[src/rtl/lps_pkg.sv]
// Package: shared types for the low-power sequencer.
// Assumes: a bank action is two bits; bit 0 gates outputs, bit 1 gates inputs.
package lps_pkg;
    typedef enum logic [1:0] {
        BANK_KEEP    = 2'b00,
        BANK_OUT_OFF = 2'b01,
        BANK_IN_OFF  = 2'b10,
        BANK_ALL_OFF = 2'b11
    } bank_act_e;
endpackage

[src/rtl/lps_sync.sv]
// Module: two-flop synchroniser for a single asynchronous level.
// Assumes: the input is a slow level, so one-cycle uncertainty is acceptable.
module lps_sync (
    input  logic clk,
    input  logic rst_n,
    input  logic async_i,
    output logic sync_o
);
    logic meta_q;

    // Purpose: shift the async level through two flops.
    always_ff @(posedge clk) begin
        if (!rst_n) begin
            meta_q <= 1'b0;
            sync_o <= 1'b0;
        end else begin
            meta_q <= async_i;
            sync_o <= meta_q;
        end
    end
endmodule

[src/rtl/lps_resume_timer.sv]
// Module: resume countdown; reloads while low-power is active, then counts to zero.
// Assumes: CYCLES >= 1; done_o is high at reset (no resume pending).
module lps_resume_timer #(
    parameter int unsigned CYCLES = 2000
) (
    input  logic clk,
    input  logic rst_n,
    input  logic lp_i,
    output logic done_o
);
    localparam int CW = $clog2(CYCLES + 1);

    logic [CW-1:0] cnt_q;

    // Purpose: hold the full count during low-power, count down after it.
    always_ff @(posedge clk) begin
        if (!rst_n) begin
            cnt_q <= '0;
        end else if (lp_i) begin
            cnt_q <= CW'(CYCLES);
        end else if (cnt_q != '0) begin
            cnt_q <= cnt_q - CW'(1);
        end
    end

    assign done_o = (cnt_q == '0);

    // the counter never exceeds the programmed delay
    a_r5_count_bounded: assert property (@(posedge clk) disable iff (!rst_n)
        cnt_q <= CW'(CYCLES));

    // outside low-power the count moves down by exactly one per cycle
    a_r5_count_steps: assert property (@(posedge clk) disable iff (!rst_n)
        (!lp_i && cnt_q != '0) |=> (cnt_q == $past(cnt_q) - CW'(1)));

    // a request seen in low-power leaves the full count loaded
    a_r6_reload: assert property (@(posedge clk) disable iff (!rst_n)
        lp_i |=> (cnt_q == CW'(CYCLES)));
endmodule

[src/rtl/lps_bank_gate.sv]
// Module: enable gating for one I/O bank during low-power mode.
// Assumes: the action code may change at any time and is used live.
module lps_bank_gate
    import lps_pkg::*;
(
    input  logic       clk,
    input  logic       rst_n,
    input  logic       lp_i,
    input  logic [1:0] cfg_i,
    output logic       oe_o,
    output logic       ie_o
);
    logic oe_d, ie_d;

    // Purpose: decode the bank action into raw enable values.
    always_comb begin
        oe_d = 1'b1;
        ie_d = 1'b1;
        if (lp_i) begin
            case (bank_act_e'(cfg_i))
                BANK_OUT_OFF: oe_d = 1'b0;
                BANK_IN_OFF:  ie_d = 1'b0;
                BANK_ALL_OFF: begin
                    oe_d = 1'b0;
                    ie_d = 1'b0;
                end
                default: ;
            endcase
        end
    end

    // Purpose: register the enables so the pads see glitch-free levels.
    always_ff @(posedge clk) begin
        if (!rst_n) begin
            oe_o <= 1'b1;
            ie_o <= 1'b1;
        end else begin
            oe_o <= oe_d;
            ie_o <= ie_d;
        end
    end

    // outside low-power both enables are active one cycle later
    a_r4_normal_enabled: assert property (@(posedge clk) disable iff (!rst_n)
        !lp_i |=> (oe_o && ie_o));

    // code 00 never disables anything
    a_r3_keep_enabled: assert property (@(posedge clk) disable iff (!rst_n)
        (cfg_i == 2'b00) |=> (oe_o && ie_o));
endmodule

[src/rtl/lps_sequencer.sv]
// Module: low-power mode sequencer top. Gates per-bank pad enables while
// the request is high, optionally sleeps the PLL, and raises ready after a
// fixed resume delay once the PLL is locked.
// Assumes: CLK_FREQ_HZ is a whole number of MHz, at least 1 MHz.
module lps_sequencer #(
    parameter int unsigned NUM_BANKS   = 4,
    parameter int unsigned CLK_FREQ_HZ = 200_000_000,
    parameter int unsigned RESUME_US   = 10
) (
    input  logic                   clk,
    input  logic                   rst_n,
    input  logic                   lp_req_i,
    input  logic [2*NUM_BANKS-1:0] bank_cfg_i,
    input  logic                   pll_sleep_i,
    input  logic                   pll_lock_i,
    output logic [NUM_BANKS-1:0]   oe_o,
    output logic [NUM_BANKS-1:0]   ie_o,
    output logic                   pll_run_o,
    output logic                   ready_o
);
    localparam int unsigned CYC_PER_US    = CLK_FREQ_HZ / 1_000_000;
    localparam int unsigned RESUME_CYCLES =
        (CYC_PER_US * RESUME_US == 0) ? 1 : CYC_PER_US * RESUME_US;

    logic lp_s;
    logic timer_done;

    lps_sync u_sync (
        .clk    (clk),
        .rst_n  (rst_n),
        .async_i(lp_req_i),
        .sync_o (lp_s)
    );

    lps_resume_timer #(.CYCLES(RESUME_CYCLES)) u_timer (
        .clk   (clk),
        .rst_n (rst_n),
        .lp_i  (lp_s),
        .done_o(timer_done)
    );

    for (genvar g = 0; g < NUM_BANKS; g++) begin : g_bank
        lps_bank_gate u_gate (
            .clk  (clk),
            .rst_n(rst_n),
            .lp_i (lp_s),
            .cfg_i(bank_cfg_i[2*g +: 2]),
            .oe_o (oe_o[g]),
            .ie_o (ie_o[g])
        );
    end

    // Purpose: PLL run control and the resume-ready flag.
    always_ff @(posedge clk) begin
        if (!rst_n) begin
            pll_run_o <= 1'b1;
            ready_o   <= 1'b0;
        end else begin
            pll_run_o <= !(lp_s && pll_sleep_i);
            ready_o   <= timer_done && !lp_s && pll_lock_i;
        end
    end

    // no ready in the cycle after low-power is seen
    a_r5_no_ready_in_lp: assert property (@(posedge clk) disable iff (!rst_n)
        lp_s |=> !ready_o);

    // ready implies the PLL is not being held in power-down
    a_r7_pll_on_when_ready: assert property (@(posedge clk) disable iff (!rst_n)
        ready_o |-> pll_run_o);

    // a lock loss clears ready on the next edge
    a_r8_lock_drop: assert property (@(posedge clk) disable iff (!rst_n)
        !pll_lock_i |=> !ready_o);
endmodule

[config.mk]
export PLATFORM = sky130hd
export DESIGN_NAME = lps_sequencer
export DESIGN_NICKNAME = d
export VERILOG_FILES = /design/src/rtl/lps_pkg.sv /design/src/rtl/lps_sync.sv /design/src/rtl/lps_resume_timer.sv /design/src/rtl/lps_bank_gate.sv /design/src/rtl/lps_sequencer.sv
export SDC_FILE = /design/constraint.sdc
export NUM_CORES = 1
export LEC_CHECK = 0
export BUFFER_PORTS_ARGS = -buffer_cell sky130_fd_sc_hd__buf_4
export CORE_MARGIN = 10
export CORE_UTILIZATION = 53
export DETAILED_ROUTE_END_ITERATION = 8
export GPL_TIMING_DRIVEN = 0
export PLACE_DENSITY = 0.8
export SLEW_MARGIN = 25
export SYNTH_ARGS = -nofsm -noshare
export SYNTH_HDL_FRONTEND = slang
export SYNTH_SLANG_ARGS = --single-unit
[constraint.sdc]
create_clock -name clk -period 2.7 [get_ports clk]
set_input_delay 0.54 -clock clk [delete_from_list [all_inputs] [get_ports clk]]
set_output_delay 0.54 -clock clk [all_outputs]
set_load 0.05 [all_outputs]
; Word-level counts from Yosys, hierarchy flattened
; Index checks and enable logic that the tools add are counted.
; W data, S select, Z words.
[totals]
ff_bits = 23
output_inout_bits = 10
[classes]
add_sub_neg = 1
n_eq_ne = 12
muxes = 10
bitwise = 1
reduce_logical = 18
[op_table]
columns = cell, n
row1 = $mux W11, 2
row2 = $reduce_or A2 Y1, 9
row3 = $eq A2 B2 Y1 const B, 8
row4 = $logic_not A11 Y1, 1
row5 = $reduce_bool A11 Y1, 1
row6 = $sub A11 B1 Y11 const B, 1
row7 = $eq A2 B1 Y1 const B, 4
row8 = $mux W1, 8
row9 = $logic_and A1 B1 Y1, 3
row10 = $logic_not A1 Y1, 2
row11 = $reduce_and A2 Y1, 1
row12 = $reduce_bool A2 Y1, 1
row13 = $not A1 Y1, 1

; Logic depth before layout (Yosys ltp)
[logic_depth]
word_depth = 3
ltp_mapped = 6

; Hierarchy
; From an unflattened synthesis, not the netlist that was laid out.
[unflattened]
hier_cells = 93
hier_area_um2 = 920.9
[by_module_without_submodules]
columns = module, n_inst, cells_per_inst, area_each_um2, seq_area_each_um2
row1 = lps_resume_timer, 1, 69, 613.1, 220.2
row2 = lps_bank_gate, 4, 4, 50.0, 40.0
row3 = lps_sequencer, 1, 4, 55.1, 40.0
row4 = lps_sync, 1, 4, 52.6, 40.0

; Worst setup path before layout
; Ideal clock, no wire load.
[synth_timing]
kind = reg-to-reg
startpoint = reg u_timer.cnt_q[0]
endpoint = reg u_timer.cnt_q[9]
setup_ps = 120
arrival_ps = 1688
path_slack_ps = 892
path_stages_with_launch = 7
path_buffers = 0
synth_period_minus_slack_ps = 1808
cell_sequence = dfxtp_1 -> inv_1 -> ha_1 -> or3b_2 -> nor3_1 -> nor4_1 -> o31a_1
[synth_via]
elab_chain_cells = 3
word_cells_on_any_way = 5
cone_classes = 1 x add/sub / 2 x mux / 2 x reduce/logical
[synth_rtl]
columns = item, line
row1 = from (decl), lps_resume_timer.sv:13  ; logic [CW-1:0] cnt_q;
row2 = from (signal assigned), lps_resume_timer.sv:20  ; cnt_q <= CW'(CYCLES);
row3 = from (signal assigned), lps_resume_timer.sv:22  ; cnt_q <= cnt_q - CW'(1);
row4 = $sub A11 B1 Y11, lps_resume_timer.sv:22
row5 = $mux W11, lps_resume_timer.sv:21  ; end else if (cnt_q != '0) begin
row6 = $mux W11, lps_resume_timer.sv:19  ; end else if (lp_i) begin
; Parallel ways exist; a longest one is shown, timed or not. The select of a mux whose other input is x is not followed.
; A chain may end at the register's enable or synchronous reset.

; Worst setup path in the final report
; Same ends and word-level chain as after synthesis.

==> impl_metrics.tcl <==
set metrics [dict create \
    status "completed" \
    path_cells "inv_1, ha_1, or3b_2, nor3_1, nor4_1, o31a_1" \
    rows 14 \
    cts.path.max_buffers 2 \
    hold_viol_final 0 \
    synth_area_sq_um 906 \
    dieArea_sq_um 3760 \
    ys_types 26 \
    fin_crit_sh 0.758 \
    netlist.area_leader.share 0.508 \
    maxCapViolations 0 \
    slew_headroom 0.609 \
    worstPathArrival_ns 2.25 \
    drc_errors 0 \
    syn_area_per_cell_sq_um 9.24 \
    hold_slack_ns 0.375 \
    final_nets 138 \
    area_growth_pct 22.7 \
    grt_pass1_vias 617 \
    cts_made_buffers 3 \
    synth.ff_latch_count 23 \
    powerDensity_nw_per_um2 937 \
    critPathKind "flop to flop" \
    final-max-slew-violation-count 0 \
    async_reset_ff_frac 0 \
    synthMuxAreaShare 0.0124 \
    finalSetupViolCount 0 \
    yosys_warnings 0 \
    crit_path_end_kind "flop" \
    synth_xor_area_frac 0.0193 \
    firstDrtPassIters 4 \
    gp_congestion 0.724 \
    ir_drop_v 0.000688 \
    drtIter0Drc 14 \
    cts-root-buf "clkbuf_4" \
    synth_top_family_by_area "simple AND/OR/NAND/NOR gates" \
    grt_setup_unrepaired "false" \
    cts_num_sinks 23 \
    multi_input_area_sq_um 358 \
    ant_nets 0 \
    cp.required_ns 2.91 \
    tightest_slew_ns 0.579 \
    die_w_um 61.3 \
    worst_path_max_delay_cell "or3b_2" \
    skew_ns 0.00285 \
    timing.fmax_mhz 488 \
    fin_setup_tns_ns 0 \
    finalCriticalPeriod_ns 2.05 \
    hpwlAfterDp_um 1380 \
    io_buffers 21 \
    regArea_sq_um 460 \
    post_cts_buffers 0 \
    synth-simple-area-share 0.231 \
    holdCritPathClass "input pin to flop" \
    wire_per_inst_um 12.8 \
    die_h_um 61.3 \
    pin_count 23 \
    grt_usage 0.0990 \
    drive_gt1_frac 0.293 \
    synth_flop_cell "dfxtp_1" \
    startpoint_type "flop" \
    grt_pass1_wl_um 2750 \
    antenna_cells 0 \
    syn-num-nets 112 \
    vias 714 \
    leakagePower_nw 0.466 \
    vias_per_cell 5.14 \
    start_util 0.581 \
    ys_seq_area_frac 0.508 \
    utilization 0.713 \
    overflow 0 \
    post_synth_main_area_contributors "dfxtp_1 (51%), buf_4 (6.6%), o31a_1 (4.8%)" \
    htree_levels 1 \
    routed_wirelength_um 1770 \
    synth_compound_area_frac 0.119 \
    path_clk_slew_ns 0.12 \
    synth_edf_count 0 \
    cts_hold_buf 0 \
    cts_resized 0 \
    cp_top_family "simple AND/OR/NAND/NOR gates" \
    cp_max_fo 5 \
    cts_tree "done" \
    n_fill_cell 135 \
    worst_path_largest_cell_delay_ns 0.49 \
    syn_inst 98 \
    grt_max_degree 14 \
    synthAdderAreaFrac 0.0138 \
    critPathBufInv 1 \
    antenna_found_initial 0 \
    clk_latency_ns 0.30 \
    core-area_sq_um 1560 \
    yosys.area.top_type "dfxtp_1" \
]
-- registers in the layout, summed over array words and instances (netlist names) --
signal              flops
u_timer.cnt_q          11
g_bank.u_gate.ie_o      4
g_bank.u_gate.oe_o      4
pll_run_o               1
ready_o                 1
u_sync.meta_q           1
u_sync.sync_o           1
-- metrics by stage --
step | setup WS, ns | instance area [sq um] | std cells | total power, mW
6_report | 0.652 | 1110 | 139 | 1.04
5_1_grt | 0.495 | 1110 | 139 | 1.14
4_1_cts | 0.678 | 1110 | 139 | 1.05
3_5_place_dp | 0.698 | 1080 | 135 | 0.895
3_3_place_gp | 0.737 | 1080 | 135 | 0.882
2_1_floorplan | 0.892 | 906 | 98 | 0.810
-- logic make-up after synthesis --
group	after synthesis
AND/OR/NAND/NOR	40
adder cells (fa/ha/maj)	1
flip-flops	23
multiplexers	1
XOR/XNOR	2
AO/OA/AOI/OAI	16
buffers and inverters	15
-- path summary, 6_finish.rpt --
check              startpoint                to  slack (ns)  cells after the start
min reg2reg     u_sync.meta_q     u_sync.sync_o        0.44                      1
max          u_timer.cnt_q[0]  u_timer.cnt_q[9]        0.65                      6
min               pll_sleep_i         pll_run_o        0.37                      2
max reg2reg  u_timer.cnt_q[0]  u_timer.cnt_q[9]        0.65                      6
-- final cells by class --
cell class | instances | share of cell area
tap | 16 | 0.0180
sequential | 23 | 0.414
clock inverter | 1 | 0.00450
clock buffer | 3 | 0.0203
timing repair buffer | 21 | 0.142
buffer | 12 | 0.0687
inverter | 3 | 0.0101
multi-input combinational | 60 | 0.322
-- Yosys cell counts, drive strengths merged, types with 2 or more instances --
library cell / n
dfxtp: 23
nand2: 10
buf: 9
nor3: 7
nor2: 5
o31a: 5
or3: 5
a21oi: 4
and2: 4
clkbuf: 3
inv: 3
nand2b: 3
o21ai: 3
nor4: 2
xnor2: 2
-- power by group --
part	total (mW)	internal (mW)	switching (mW)
clock network	0.152	0.0552	0.0969
logic	0.419	0.205	0.214
registers	0.470	0.407	0.0628
-- routing by layer --
layer  GRT usage  part of all wire  routed length [um]
met1       0.116              0.42                 745
met2       0.154              0.53                 936
met3      0.0288             0.041                  73
met4      0.0669             0.010                  18
met5           0                 0                   0
-- cell usage in the layout, fill, tap and decap left out, types with 2 or more instances in the layout --
cell type / count
a21oi_1: 4
nor2_1: 5
dfxtp_1: 23
and2_1: 4
xnor2_1: 2
clkbuf_4: 3
nor3_1: 7
o21ai_0: 3
or3_1: 5
buf_4: 29
o31a_1: 5
nand2_1: 10
inv_1: 3
nor4_1: 2
nand2b_1: 3
clkbuf_1: 3
Note: power is estimated with default switching activity, not from simulation.
